File: config.mk
export PLATFORM = sky130hd
export DESIGN_NAME = dac_latch_front
export DESIGN_NICKNAME = d
export VERILOG_FILES = /design/src/rtl/dlf_pkg.sv /design/src/rtl/dlf_decode.sv /design/src/rtl/dlf_host_latch.sv /design/src/rtl/dlf_conv_latch.sv /design/src/rtl/dac_latch_front.sv
export SDC_FILE = /design/constraint.sdc
export NUM_CORES = 1
export LEC_CHECK = 0
export BUFFER_PORTS_ARGS = -buffer_cell sky130_fd_sc_hd__buf_2
export CAP_MARGIN = 20
export CORE_ASPECT_RATIO = 0.75
export CORE_MARGIN = 2
export CORE_UTILIZATION = 52
export CTS_BUF_LIST = sky130_fd_sc_hd__clkbuf_2
export DETAILED_ROUTE_END_ITERATION = 16
export GPL_TIMING_DRIVEN = 1
export MAX_ROUTING_LAYER = met4
export PLACE_DENSITY = 0.85
export SETUP_SLACK_MARGIN = 0.15
export SLEW_MARGIN = 20
export SYNTH_ARGS = -nofsm -noshare
export SYNTH_HDL_FRONTEND = slang
export SYNTH_SLANG_ARGS = --single-unit
export TNS_END_PERCENT = 50
File: constraint.sdc
create_clock -name clk -period 1.1 [get_ports clk]
set_input_delay 0.165 -clock clk [delete_from_list [all_inputs] [get_ports clk]]
set_output_delay 0.165 -clock clk [all_outputs]
set_load 0.02 [all_outputs]
File: src/rtl/dlf_pkg.sv
package dlf_pkg;

    typedef enum logic [1:0] {
        OP_HOLD = 2'd0,
        OP_LOAD = 2'd1,
        OP_ZERO = 2'd2,
        OP_MID  = 2'd3
    } conv_op_t;

    typedef struct packed {
        logic     wr;
        logic     rd;
        conv_op_t op;
    } ctl_t;

    // Clear outranks transfer; the read/write select picks the clear value.
    function automatic conv_op_t pick_op(input logic clr_n, input logic xfer_n,
                                         input logic rd_wr_n);
        if (!clr_n)
            return rd_wr_n ? OP_MID : OP_ZERO;
        else if (!xfer_n)
            return OP_LOAD;
        else
            return OP_HOLD;
    endfunction

endpackage

File: src/rtl/dlf_decode.sv
module dlf_decode
    import dlf_pkg::*;
(
    input  logic sel_n,
    input  logic rd_wr_n,
    input  logic xfer_n,
    input  logic clr_n,
    output ctl_t ctl
);
    always_comb begin
        ctl.wr = !sel_n && !rd_wr_n;
        ctl.rd = !sel_n &&  rd_wr_n;
        ctl.op = pick_op(clr_n, xfer_n, rd_wr_n);
    end
endmodule

File: src/rtl/dlf_host_latch.sv
module dlf_host_latch #(
    parameter int W = 16
) (
    input  logic         clk,
    input  logic         rst,
    input  logic         wr,
    input  logic         rd,
    input  logic [W-1:0] d,
    output logic [W-1:0] q,
    output logic [W-1:0] dout,
    output logic         oe
);
    always_ff @(posedge clk) begin
        if (rst) begin
            q    <= '0;
            dout <= '0;
            oe   <= 1'b0;
        end else begin
            if (wr)
                q <= d;
            oe   <= rd;
            dout <= rd ? q : '0;
        end
    end

    assert_write_lands_R2: assert property (@(posedge clk) disable iff (rst)
        wr |=> q == $past(d));
    assert_hold_unless_write_R4: assert property (@(posedge clk) disable iff (rst)
        !wr |=> $stable(q));
    assert_readback_value_R3: assert property (@(posedge clk) disable iff (rst)
        rd |=> oe && dout == $past(q));
endmodule

File: src/rtl/dlf_conv_latch.sv
module dlf_conv_latch
    import dlf_pkg::*;
#(
    parameter int W = 16
) (
    input  logic         clk,
    input  logic         rst,
    input  conv_op_t     op,
    input  logic [W-1:0] src,
    output logic [W-1:0] code
);
    localparam logic [W-1:0] ZERO_CODE = '0;
    localparam logic [W-1:0] MID_CODE  = {1'b1, {(W-1){1'b0}}};

    logic [W-1:0] next_code;

    always_comb begin
        unique case (op)
            OP_LOAD: next_code = src;
            OP_ZERO: next_code = ZERO_CODE;
            OP_MID:  next_code = MID_CODE;
            default: next_code = code;
        endcase
    end

    always_ff @(posedge clk) begin
        if (rst)
            code <= '0;
        else
            code <= next_code;
    end

    assert_transfer_copy_R5: assert property (@(posedge clk) disable iff (rst)
        op == OP_LOAD |=> code == $past(src));
    assert_clear_zero_R6: assert property (@(posedge clk) disable iff (rst)
        op == OP_ZERO |=> code == '0);
    assert_clear_mid_R7: assert property (@(posedge clk) disable iff (rst)
        op == OP_MID |=> $countones(code) == 1 && code[W-1]);
    assert_code_hold_R10: assert property (@(posedge clk) disable iff (rst)
        op == OP_HOLD |=> $stable(code));
endmodule

File: src/rtl/dac_latch_front.sv
module dac_latch_front
    import dlf_pkg::*;
#(
    parameter int W = 16
) (
    input  logic         clk,
    input  logic         rst,
    input  logic         sel_n,
    input  logic         rd_wr_n,
    input  logic         xfer_n,
    input  logic         clr_n,
    input  logic [W-1:0] bus_in,
    output logic [W-1:0] bus_out,
    output logic         bus_oe,
    output logic [W-1:0] conv_code
);
    ctl_t         ctl;
    logic [W-1:0] host_q;

    dlf_decode u_decode (
        .sel_n   (sel_n),
        .rd_wr_n (rd_wr_n),
        .xfer_n  (xfer_n),
        .clr_n   (clr_n),
        .ctl     (ctl)
    );

    dlf_host_latch #(.W(W)) u_host (
        .clk  (clk),
        .rst  (rst),
        .wr   (ctl.wr),
        .rd   (ctl.rd),
        .d    (bus_in),
        .q    (host_q),
        .dout (bus_out),
        .oe   (bus_oe)
    );

    dlf_conv_latch #(.W(W)) u_conv (
        .clk  (clk),
        .rst  (rst),
        .op   (ctl.op),
        .src  (host_q),
        .code (conv_code)
    );

    assert_idle_bus_R4: assert property (@(posedge clk) disable iff (rst)
        sel_n |=> !bus_oe && bus_out == '0);
    assert_clear_beats_xfer_R8: assert property (@(posedge clk) disable iff (rst)
        (!clr_n && !xfer_n && !rd_wr_n) |=> conv_code == '0);
    assert_reset_state_R1: assert property (@(posedge clk)
        rst |=> !bus_oe && bus_out == '0 && conv_code == '0);
endmodule

==> summary.txt <==
Timing
  – Clk_skew: 20.0 ps
  – Final period util: 101%
  – Slew @ Worst Pin: 457 ps
  – Fmax: 0.900 GHz
  – Setup TNS Final: -11.6 ps
  – Final Worst Setup Slack: -11.3 ps
  – RSZ-0062 raised after global routing: yes
  – Max Slew Vio Count: 0
  – Slew HR: 69.6%
  – Final hold viol count: 0
  – Fin crit period: 1110 ps
  – Final setup vio count: 2

Power
  – P_leak: 0.00107 µW
  – Reg power frac: 56.1%
  – Total power: 3310 µW
  – Net Sw Frac: 21.9%
  – Clock power frac: 34.8%
  – P_sw: 725 µW
  – Pwr dens: 1350 nW/µm²
  – Power share of the combinational group: 9.1%
  – Peak supply drop: 0.877 mV
  – Int Pwr: 2580 µW

GRT
  – GRT Total Usage: 26.0%
  – First-pass GRT wire length: 7020 µm
  – Largest net degree at the start of global routing: 31
  – Vias in the first global route: 1449
  – Overflow after GRT: 0
  – Initial antenna violation count: 0

Floorplanning
  – Die Ht: 53.7 µm
  – Num rows: 17
  – Core area: 3040 µm²
  – I/O Pins: 55
  – Die span in x: 70.2 µm
  – Starting Density: 56.2%
  – DIE AREA: 3770 µm²

Clocking
  – CTS tree: built
  – CTS buffer count: 5
  – Root Buffer: clkbuf_2
  – H-tree levels: 2
  – Clock insertion delay at the later pin of the skew report: 420 ps
  – Max Root-Sink Buffers: 2
  – Clock transition at path regs: 240 ps
  – Sink Count: 49

Critical path
  – Critical path arrival: 950 ps
  – Worst EP required: 940 ps
  – CP delay by family, top: flip-flops
  – R2R Path Start: u_conv.code[15]
  – Critical-path cell list: buf_6
  – Nature of the critical path startpoint: register
  – CP max stage delay: 400 ps
  – Crit path depth: 1
  – Critical path class: register to output port
  – Reg2Reg Depth: 4
  – Setup crit end: conv_code[11]
  – Worst setup EP type: output port
  – RR Endpoint: u_conv.code[15]
  – Critical path origin: u_conv.code[11]
  – WP buf/inv: 1
  – Worst Path Max Fanout: 2
  – Worst path slowest cell: dfxtp_2
  – Reg2Reg Setup Slack: 160 ps

Routing
  – Vias: 1395
  – Routed WL per cell: 16.4 µm
  – DRT antenna net count: 0
  – Vias per Instance: 5.28
  – Number of remaining DRC errors: 0
  – Drt initial violations: 61
  – Final WL: 4330 µm
  – First-pass detailed-route iteration total: 6

Synthesis
  – Synth warn: 0
  – Synth cell types: 15
  – Ranking of synthesized cells by area: dfxtp_1 57%, mux2i_1 9.4%, or3b_1 8.2%, and2_1 5.9%, a21oi_1 4.7%
  – Mapped Cells: 160
  – Register area share after synthesis: 57.4%
  – Largest area contributor in the netlist: dfxtp_1
  – Syn_area_per_cell: 10.7 µm²
  – Post-Syn Nets: 182
  – Count leader, synth: dfxtp_1
  – Area share of the largest cell type after synthesis: 57.4%
  – Async SR Flop Fraction: 0%
  – Synth Cell Area: 1710 µm²
  – Post-synth EDFFs: 0
  – Ys flop type: dfxtp_1
  – FF+latch count, synth: 49

Run status
  – Outcome: complete, but fails checks
  – Failing checks: negative setup slack

Run
  – Max Cap Viol: 0

Placed design
  – Port Buffers: 54
  – Routability Congestion: 0.797
  – DPL Wire Length: 2820 µm

Layout
  – Nets: 247
  – Antenna diodes: 0
  – Area growth, synth to finish: 42.8%
  – Layout cells sized above 1: 48.2%

Hold path
  – HP Class: primary input to register
## per-stage QoR
stage               setup WS, ps  utilization [%]  instance area (µm²)  hold WS, ps  std cells
finish                     -11.3             80.3                 2440         26.3        264
global route               -66.7             80.3                 2440         1.78        264
CTS                        -5.22             79.4                 2410         16.7        261
detailed placement         -14.2             67.0                 2040          398        248
global placement            49.6             67.0                 2040          384        248
floorplan                    186                -                 1710          261        160
## sequential cells by signal, indices dropped and copies added (netlist names)
| name | flops |
|---|---|
| u_conv.code | 16 |
| u_host.dout | 16 |
| u_host.oe | 1 |
| u_host.q | 16 |
## worst min path at each step
stage	to	from	cells after the start
5_1_grt	u_host.q[1]	rst	2
2_1_floorplan	u_conv.code[15]	clr_n	1
4_1_cts	u_host.q[2]	rst	2
3_5_place_dp	u_conv.code[15]	clr_n	2
6_report	u_host.q[15]	rst	2
3_3_place_gp	u_conv.code[15]	clr_n	2
## cell type report
class                   count  area (µm²)
flip-flops and latches     49        1020
multi-input cells          99         653
clock inverters             3        65.1
repair buffers             70         629
clock buffers               5        25.0
well taps                  38        47.5
fillers                   184         599
## power by group through the flow
stage	registers [µW]	logic, µW	clock network, µW
final	1860	300	1150
after global routing	1860	323	1250
after CTS	1850	285	1170
after detailed placement	1880	258	0
after global placement	1880	245	0
after floorplan	1890	143	0
## cells in the final DEF (no fill, tap or decap), drive strengths merged
master / Yosys / final
a211oi: 1 / 1
a21oi: 16 / 16
and2: 16 / 16
buf: 12 / 67
bufinv: 0 / 2
clkbuf: 0 / 5
clkinv: 0 / 1
dfxtp: 49 / 49
dlygate4sd3: 0 / 3
mux2i: 16 / 16
nand2b: 1 / 1
nor2: 16 / 16
nor3b: 1 / 1
o21ai: 16 / 16
or3b: 16 / 16
## what timing repair did
action	CTS	global route
hold endpoints to repair	1	2
endpoints found under the setup margin	33	33
pin swaps	0	1
gates cloned	0	0
hold buffers	1	2
setup buffers	4	1
gates resized for setup	99	0
## routing by layer
layer,track usage (%),part of all wire (%),vias up,wire (µm)
met2,46.9,51,54,2220
met5,-,0,-,0
li1,-,-,678,-
met4,11.9,2.4,0,106
met1,27.6,40,649,1710
met3,6.74,6.7,14,289
## cells by family (layout without fill, tap and decap cells)
| group | Yosys count | after routing | share of synthesized area (%) |
|---|---|---|---|
| and+or+nand+nor | 50 | 50 | 19.0 |
| DFF | 49 | 49 | 57.4 |
| AOI/OAI and AO/OA | 33 | 33 | 9.80 |
| buffers and inverters | 12 | 78 | 4.46 |
| muxes | 16 | 16 | 9.36 |
(Power assumes the default switching activity.)
